<file path="config.mk">
export PLATFORM = sky130hd
export DESIGN_NAME = irq_vector_gen
export DESIGN_NICKNAME = d
export VERILOG_FILES = /design/src/rtl/irqv_pkg.sv /design/src/rtl/irqv_regs.sv /design/src/rtl/irqv_pending.sv /design/src/rtl/irqv_arbiter.sv /design/src/rtl/irq_vector_gen.sv
export SDC_FILE = /design/constraint.sdc
export NUM_CORES = 1
export LEC_CHECK = 0
export BUFFER_PORTS_ARGS = -buffer_cell sky130_fd_sc_hd__buf_4
export CORE_ASPECT_RATIO = 0.9
export CORE_MARGIN = 2
export CORE_UTILIZATION = 45
export CTS_BUF_LIST = sky130_fd_sc_hd__clkbuf_4 sky130_fd_sc_hd__clkbuf_8 sky130_fd_sc_hd__clkbuf_16
export DETAILED_ROUTE_END_ITERATION = 10
export GPL_TIMING_DRIVEN = 0
export PLACE_DENSITY = 0.72
export SYNTH_ARGS = -nofsm -noshare
export SYNTH_HDL_FRONTEND = slang
export SYNTH_HIERARCHICAL = 1
export SYNTH_SLANG_ARGS = --single-unit
</file>
<file path="constraint.sdc">
create_clock -name clk -period 1 [get_ports clk]
set_input_delay 0.2 -clock clk [delete_from_list [all_inputs] [get_ports clk]]
set_output_delay 0.2 -clock clk [all_outputs]
set_load 0.03 [all_outputs]
</file>
<file path="src/rtl/irqv_pkg.sv">
package irqv_pkg;

  typedef enum logic [1:0] {
    SEL_VEC  = 2'd0,
    SEL_CTRL = 2'd1,
    SEL_CLR  = 2'd2,
    SEL_NONE = 2'd3
  } reg_sel_e;

  // Source code placed in the low vector bits: highest index gets code 0,
  // each lower index two more, so bit 0 of the code is always zero.
  function automatic int src_code(input int idx, input int nsrc);
    return 2 * (nsrc - 1 - idx);
  endfunction

endpackage

</file>
<file path="src/rtl/irqv_regs.sv">
module irqv_regs #(
  parameter int DATA_W = 8,
  parameter int CODE_W = 3,
  parameter int NSRC   = 4
) (
  input  logic              clk,
  input  logic              rst,
  input  logic              wr,
  input  logic [1:0]        sel,
  input  logic [DATA_W-1:0] wdata,
  output logic [DATA_W-CODE_W-1:0] base,
  output logic              auto_clr,
  output logic              enh,
  output logic [NSRC-1:0]   mask,
  output logic [NSRC-1:0]   clr_wr
);
  import irqv_pkg::*;

  localparam int BASE_W = DATA_W - CODE_W;

  logic unused_wbits;
  assign unused_wbits = ^wdata[CODE_W-1:1];

  always_ff @(posedge clk) begin
    if (rst) begin
      base     <= '0;
      auto_clr <= 1'b0;
      enh      <= 1'b0;
      mask     <= '0;
    end else if (wr) begin
      if (sel == SEL_VEC) begin
        base     <= wdata[DATA_W-1 -: BASE_W];
        auto_clr <= wdata[0];
      end
      if (sel == SEL_CTRL) begin
        enh  <= wdata[DATA_W-1];
        mask <= wdata[NSRC-1:0];
      end
    end
  end

  assign clr_wr = (wr && sel == SEL_CLR) ? wdata[NSRC-1:0] : '0;

endmodule

</file>
<file path="src/rtl/irqv_pending.sv">
module irqv_pending #(
  parameter int NSRC = 4
) (
  input  logic            clk,
  input  logic            rst,
  input  logic [NSRC-1:0] set_i,
  input  logic [NSRC-1:0] clr_i,
  output logic [NSRC-1:0] pend_o
);

  for (genvar g = 0; g < NSRC; g++) begin : g_src
    always_ff @(posedge clk) begin
      if (rst)
        pend_o[g] <= 1'b0;
      else if (set_i[g])
        pend_o[g] <= 1'b1;
      else if (clr_i[g])
        pend_o[g] <= 1'b0;
    end

    p_set_wins_r11: assert property (@(posedge clk) disable iff (rst)
      set_i[g] |=> pend_o[g]);

    p_clear_r6: assert property (@(posedge clk) disable iff (rst)
      (clr_i[g] && !set_i[g]) |=> !pend_o[g]);
  end

endmodule

</file>
<file path="src/rtl/irqv_arbiter.sv">
module irqv_arbiter #(
  parameter int NSRC  = 4,
  parameter int IDX_W = (NSRC > 1) ? $clog2(NSRC) : 1
) (
  input  logic [NSRC-1:0]  act_i,
  output logic             vld_o,
  output logic [IDX_W-1:0] idx_o
);

  // Lowest index wins; scanning from the top lets lower indices overwrite.
  always_comb begin
    idx_o = '0;
    for (int i = NSRC - 1; i >= 0; i--) begin
      if (act_i[i]) idx_o = IDX_W'(i);
    end
  end

  assign vld_o = |act_i;

endmodule

</file>
<file path="src/rtl/irq_vector_gen.sv">
module irq_vector_gen #(
  parameter int DATA_W = 8,
  parameter int CODE_W = 3,
  parameter int NSRC   = 4
) (
  input  logic              clk,
  input  logic              rst,
  input  logic              reg_wr,
  input  logic [1:0]        reg_sel,
  input  logic [DATA_W-1:0] reg_wdata,
  input  logic [NSRC-1:0]   req_in,
  output logic [NSRC-1:0]   clr_out,
  output logic              irq_n,
  input  logic              m1_n,
  input  logic              iorq_n,
  output logic [DATA_W-1:0] data_out,
  output logic              data_oe
);
  import irqv_pkg::*;

  localparam int BASE_W = DATA_W - CODE_W;
  localparam int IDX_W  = (NSRC > 1) ? $clog2(NSRC) : 1;

  logic [BASE_W-1:0] base;
  logic              auto_clr, enh;
  logic [NSRC-1:0]   mask, clr_wr, pend, act, set_m, svc_clr, clr_all;
  logic              arb_vld, vld_q, ack, ack_q, ack_start;
  logic [IDX_W-1:0]  arb_idx, src_q;
  logic [DATA_W-1:0] vec_q;
  logic [CODE_W-1:0] code_tbl [NSRC];

  for (genvar g = 0; g < NSRC; g++) begin : g_code
    assign code_tbl[g] = CODE_W'(src_code(g, NSRC));
  end

  irqv_regs #(.DATA_W(DATA_W), .CODE_W(CODE_W), .NSRC(NSRC)) u_regs (
    .clk(clk), .rst(rst), .wr(reg_wr), .sel(reg_sel), .wdata(reg_wdata),
    .base(base), .auto_clr(auto_clr), .enh(enh), .mask(mask), .clr_wr(clr_wr)
  );

  irqv_pending #(.NSRC(NSRC)) u_pend (
    .clk(clk), .rst(rst), .set_i(set_m), .clr_i(clr_all), .pend_o(pend)
  );

  irqv_arbiter #(.NSRC(NSRC), .IDX_W(IDX_W)) u_arb (
    .act_i(act), .vld_o(arb_vld), .idx_o(arb_idx)
  );

  assign ack       = !m1_n && !iorq_n;
  assign ack_start = ack && !ack_q;
  assign act       = pend & mask;
  assign set_m     = req_in & mask;
  assign svc_clr   = (ack_start && auto_clr && vld_q) ? (NSRC'(1) << src_q) : '0;
  assign clr_all   = clr_wr | svc_clr;

  always_ff @(posedge clk) begin
    if (rst) begin
      ack_q   <= 1'b0;
      clr_out <= '0;
      irq_n   <= 1'b1;
      vld_q   <= 1'b0;
      src_q   <= '0;
      vec_q   <= '0;
    end else begin
      ack_q   <= ack;
      clr_out <= clr_all;
      irq_n   <= ~(|act);
      if (!ack) begin
        vld_q <= arb_vld;
        src_q <= arb_idx;
        vec_q <= enh ? {base, code_tbl[arb_idx]} : '0;
      end
    end
  end

  assign data_out = vec_q;
  assign data_oe  = ack;

  p_irq_follow_r2: assert property (@(posedge clk) disable iff (rst)
    (|act) |=> !irq_n);

  p_vec_hold_r4: assert property (@(posedge clk) disable iff (rst)
    (ack && ack_q) |-> $stable(vec_q));

  p_autoclr_pulse_r5: assert property (@(posedge clk) disable iff (rst)
    (ack_start && auto_clr && vld_q) |=> (clr_out != '0));

  p_enh_off_r7: assert property (@(posedge clk) disable iff (rst)
    (!enh && !ack) |=> (vec_q == '0));

  p_never_ff_r8: assert property (@(posedge clk) disable iff (rst)
    data_oe |-> (data_out != '1));

endmodule

</file>
After elaboration in Yosys (flattened, before gate mapping)
Index checks and enable logic that the tools add are counted.
W data, S select, Z words.
{"block": "totals", "regBits": 32, "input_bits": 19, "out_inout_bits": 14, "elab_cells": 57}
{"block": "classes", "order_cmp": 1, "eq_ne": 2, "shift": 1, "n_mux": 18, "bitwise_logic": 5, "reduce_logical": 16}
{"op": "$and A4 B4 Y4", "count": 2}
{"op": "$mux W1", "count": 8}
{"op": "$mux W2", "count": 4}
{"op": "$mux W4", "count": 2}
{"op": "$mux W8", "count": 1}
{"op": "$reduce_bool A2 Y1", "count": 4}
{"op": "$bmux W3 S2", "count": 1}
{"op": "$mux W3", "count": 2}
{"op": "$logic_and A1 B1 Y1", "count": 5}
{"op": "$or A4 B4 Y4", "count": 1}
{"op": "$reduce_and A2 Y1", "count": 2}
{"op": "$reduce_or A4 Y1", "count": 1}
{"op": "$shl A1 B2 Y4 const A", "count": 1}
{"op": "$ge A3 B3 Y1 const B", "count": 1}
{"op": "$logic_not A1 Y1", "count": 3}
{"op": "$not A2 Y3", "count": 1}
{"op": "$eq A2 B1 Y1 const B", "count": 1}
{"op": "$eq A2 B2 Y1 const B", "count": 1}
{"op": "$logic_not A2 Y1", "count": 1}
{"op": "$not A1 Y1", "count": 1}

Logic depth before layout (Yosys ltp)
{"block": "depth", "word_depth": 10, "mapped_depth": 5}

By module
The synthesis kept the hierarchy.
{"mod": "irq_vector_gen", "n_inst": 1, "cells_each": 76, "area_each_um2": 664.4, "seq_area_each_um2": 320.3}
{"mod": "irqv_regs", "n_inst": 1, "cells_each": 50, "area_each_um2": 524.3, "seq_area_each_um2": 220.2}
{"mod": "irqv_pending", "n_inst": 1, "cells_each": 16, "area_each_um2": 140.1, "seq_area_each_um2": 80.1}
{"mod": "irqv_arbiter", "n_inst": 1, "cells_each": 7, "area_each_um2": 35.0, "seq_area_each_um2": 0.0}

Worst setup path after synthesis
No wires, ideal clock.
{"block": "synth_path", "kind": "input port to flip-flop", "from": "in reg_sel[1]", "to": "reg u_pend.pend_o[0]", "setup_time_ns": 0.070, "arrival_ns": 0.980, "slack_ns": -0.050, "stages": 5, "path_cell_list": "and3b_2 and2_1 a41o_1 nand2b_1 a21oi_1"}
{"block": "synth_via", "elab_chain_cells": 5}
{"item": "start, declared", "line": "irq_vector_gen.sv:9", "source": "input logic [1:0] reg_sel,"}
{"item": "$eq A2 B2 Y1", "line": "irqv_regs.sv:42", "source": "assign clr_wr = (wr && sel == SEL_CLR) ? wdata[NSRC-1:0] : '0;"}
{"item": "$logic_and A1 B1 Y1", "line": "irqv_regs.sv:42"}
{"item": "$mux W4", "line": "irqv_regs.sv:42"}
{"item": "named net clr_wr[0]", "line": "irq_vector_gen.sv:26", "source": "logic [NSRC-1:0] mask, clr_wr, pend, act, set_m, svc_clr, clr_all;"}
{"item": "$or A4 B4 Y4", "line": "irq_vector_gen.sv:54", "source": "assign clr_all = clr_wr | svc_clr;"}
{"item": "named net clr_all[0]", "line": "irq_vector_gen.sv:26"}
{"item": "$reduce_bool A2 Y1 (no line)"}
{"item": "end signal, assigned by index", "line": "irqv_pending.sv:14", "source": "pend_o[g] <= 1'b0;"}
{"item": "end signal, assigned by index", "line": "irqv_pending.sv:16", "source": "pend_o[g] <= 1'b1;"}
{"item": "end signal, assigned by index", "line": "irqv_pending.sv:18", "source": "pend_o[g] <= 1'b0;"}
{"item": "end, declared", "line": "irqv_pending.sv:8", "source": "output logic [NSRC-1:0] pend_o"}
The timed path passes the listed nets, and every way through them passes these cells.
A chain may end at the register's enable or synchronous reset.

Worst setup path in the final report
{"block": "layout_path", "from": "reg ack_q", "to": "reg u_pend.pend_o[3]"}
{"block": "layout_via", "elab_chain_cells": 7}
{"item": "start, declared", "line": "irq_vector_gen.sv:27", "source": "logic arb_vld, vld_q, ack, ack_q, ack_start;"}
{"item": "start signal, assigned", "line": "irq_vector_gen.sv:65", "source": "ack_q <= ack;"}
{"item": "$logic_not A1 Y1", "line": "irq_vector_gen.sv:50", "source": "assign ack_start = ack && !ack_q;"}
{"item": "$logic_and A1 B1 Y1", "line": "irq_vector_gen.sv:50"}
{"item": "$logic_and A1 B1 Y1 (2 in a row)", "line": "irq_vector_gen.sv:53", "source": "assign svc_clr = (ack_start && auto_clr && vld_q) ? (NSRC'(1) << src_q) : '0;"}
{"item": "$mux W4", "line": "irq_vector_gen.sv:53"}
{"item": "$or A4 B4 Y4", "line": "irq_vector_gen.sv:54"}
{"item": "named net clr_all[3]", "line": "irq_vector_gen.sv:26"}
{"item": "$reduce_bool A2 Y1 (no line)"}
The timed path passes the listed nets, and every way through them passes these cells.

==> qor.txt <==
Pint = 1.67 mW
final wirelength = 2960 um
antenna-violating nets left = 0
Netlist Area Pre-Place = 1360 sq um
final hold violation count = 0
die width = 62.0 um
wire length per cell = 13.0 um
slowest stage delay, CP = 340 ps
Post-CTS Hold Buffers = 0
Netlist cell types = 24
Clock Latency Late Sink = 320 ps
Final min period = 1090 ps
die extent in y = 56.2 um
crit end category = register
largest net degree at the start of global routing = 18
status = complete, but fails checks
top-level I/O count = 33
R2R Setup Slk = -90 ps
CP Cell Sequence = nor4b_4 > a41o_1 > nand2b_1 > a21oi_1
worst setup margin = -92.7 ps
total core area = 2820 sq um
CTS Root Cell = clkbuf_4
Max Fclk = 0.915 GHz
Via Count = 1150
sequential area share after synthesis = 0.455
GR Overflow Total = 0
Place WS = -246 ps
Reg clk slew, reported paths = 90 ps
Crit Path Max Fanout = 2
CP max stage cell = dfxtp_2
switching power = 0.518 mW
post-synth top area share = 0.455
# rows = 18
r2r endpoint = u_pend/pend_o[3]
synthesized area per cell = 9.15 sq um
Critical R2R Launch = ack_q
largest cells by area after synthesis = dfxtp_1, nand2b_1, mux2i_1, and2_1, a21oi_1
Critical path buffers and inverters = 0
Seq pwr share = 0.587
Syn Nets = 168
Worst Setup SP = ack_q
Clock Sinks = 31
Tcrit/Tclk final = 1.09
worst hold path type = input port to register
First-pass DRT Iterations = 4
Final Skew = 8.62 ps
Top Metal Used = met4
hpwl dp = 2090 um
TNS Setup = -288 ps
vias in the first global route = 1044
failing checks = setup timing
Arr. time, crit path = 1300 ps
cts bufs inserted = 5
clock buffer depth = 2
DR vias/cell = 5.04
Peak VDD IR = 0.000711 V
switch share = 0.237
RSZ-0062 raised after global routing = true
initial antenna violation count = 0
pwr/cell area = 1180 nW/um^2
Fin Hold WS = 149 ps
type of origin of the critical path = register
synth warn = 6
Syn Inst Count = 149
Clock power frac = 0.301
setup violators final = 9
P&R area growth vs syn = 36.0%
met2 WL post-DR = 1370 um
Crit path depth = 4
met3 WL = 181 um
initial core utilization = 0.484
DR iter-0 viols = 82
CTS tree = built
share of layout cells above drive strength 1 = 0.431
crit path to = u_pend/pend_o[3]
leakage = 0.765 nW
combinational power share = 0.112
Max H-tree Level = 2
classification of the worst setup path = register to register
R2R depth = 4
routability cong. = 0.751
Seq cells post-synth = 31
M1 wire length = 1380 um
Pins Over Slew Limit = 0
die area = 3490 sq um
GRT Total Usage = 0.192
Crit path max-delay family = simple AND/OR/NAND/NOR gates
first-pass GRT wire length = 4870 um
fin nets = 208
Ant. Diodes = 0
drt drc = 0
count of input and output buffers = 31
cell type with the largest total area after synthesis = dfxtp_1
WP data required = 1210 ps
max_cap viols = 0
worst register-to-register path, delay by kind of cell (launching register included):
family	cells	cell delay [ps]
and+or+nand+nor	2	350
DFF	1	340
AOI/OAI and AO/OA	2	290
layer usage:
layer,vias up,track usage
met4,0,0.0729
met1,540,0.278
met3,5,0.0581
met2,35,0.263
met5,-,0
li1,570,-
sequential cells by signal (all words and copies together) (netlist names):
| signal | count |
|---|---|
| data_out | 7 |
| u_pend/pend_o | 4 |
| u_regs/enh | 1 |
| clr_out | 4 |
| u_regs/mask | 4 |
| u_regs/base | 5 |
| u_regs/auto_clr | 1 |
| src_q | 2 |
| vld_q | 1 |
| ack_q | 1 |
| irq_n | 1 |
cells in the mapped netlist:
cell type,number
dfxtp_1,31
nor3b_4,1
conb_1,1
a21oi_2,1
nor3_1,1
inv_1,7
mux2i_1,11
and2_1,16
buf_6,1
nand2b_1,24
nor4b_2,1
nor3b_1,1
nand3_1,5
nand3b_1,3
nor2_1,4
nand2_1,14
buf_4,2
a41o_1,4
clkbuf_1,2
or2_1,1
o41ai_1,1
inv_2,1
and3b_2,2
a21oi_1,14
layout by cell type, fill, tap and decap left out, drive strengths merged:
master,count
a41o,4
nor4b,1
nor3,1
mux2i,11
nand3b,3
dfxtp,31
and3b,2
o41ai,1
or2,1
nor3b,2
inv,8
and2,16
conb,1
a21oi,15
nand2b,24
nand2,14
nand3,5
clkbuf,8
nor2,4
buf,36
logic make-up after synthesis:
group | share of synthesized area
AND/OR/NAND/NOR | 0.321
flip-flops | 0.455
AO/OA/AOI/OAI | 0.0936
buffers and inverters | 0.0468
multiplexers | 0.0807
other | 0.00275
worst min path at each step:
stage	from	to	cells after the start
2_1_floorplan	rst	data_out[5]	1
3_3_place_gp	data_out[1]	data_out[1]	2
3_5_place_dp	data_out[3]	data_out[3]	2
4_1_cts	reg_wdata[2]	u_regs/mask[2]	3
5_1_grt	reg_wdata[2]	u_regs/mask[2]	3
6_report	reg_wdata[2]	u_regs/mask[2]	3
repair_timing:
item                       in CTS  in global routing
setup endpoints to repair      20                 25
gates resized for setup        31                 20
pin swaps                      10                  6
setup buffers                   3                  0
hold endpoints to repair        0                  0
cloned                          0                  0
layout make-up:
type	instances	area (sq um)
tap	40	50.0
buffer	4	22.5
inverter	8	32.5
clock buffer	6	45.0
sequential	31	648
fill	253	961
multi-input combinational	105	748
timing repair buffer	34	308
metrics by stage:
step	cells	utilization	power, mW	instance area (sq um)
6_report	228	0.659	2.19	1850
5_1_grt	228	0.659	2.29	1850
4_1_cts	229	0.643	2.20	1810
3_5_place_dp	220	0.589	1.53	1660
3_3_place_gp	220	0.589	1.53	1660
2_1_floorplan	149	-	1.43	1380
power groups by stage:
stage	sequential, mW	combinational (mW)	clock (mW)
finish	1.28	0.246	0.658
global route	1.29	0.268	0.735
CTS	1.28	0.243	0.674
detailed placement	1.31	0.226	0
global placement	1.31	0.222	0
floorplan	1.31	0.115	0
Power figures use the tool's default switching activity.
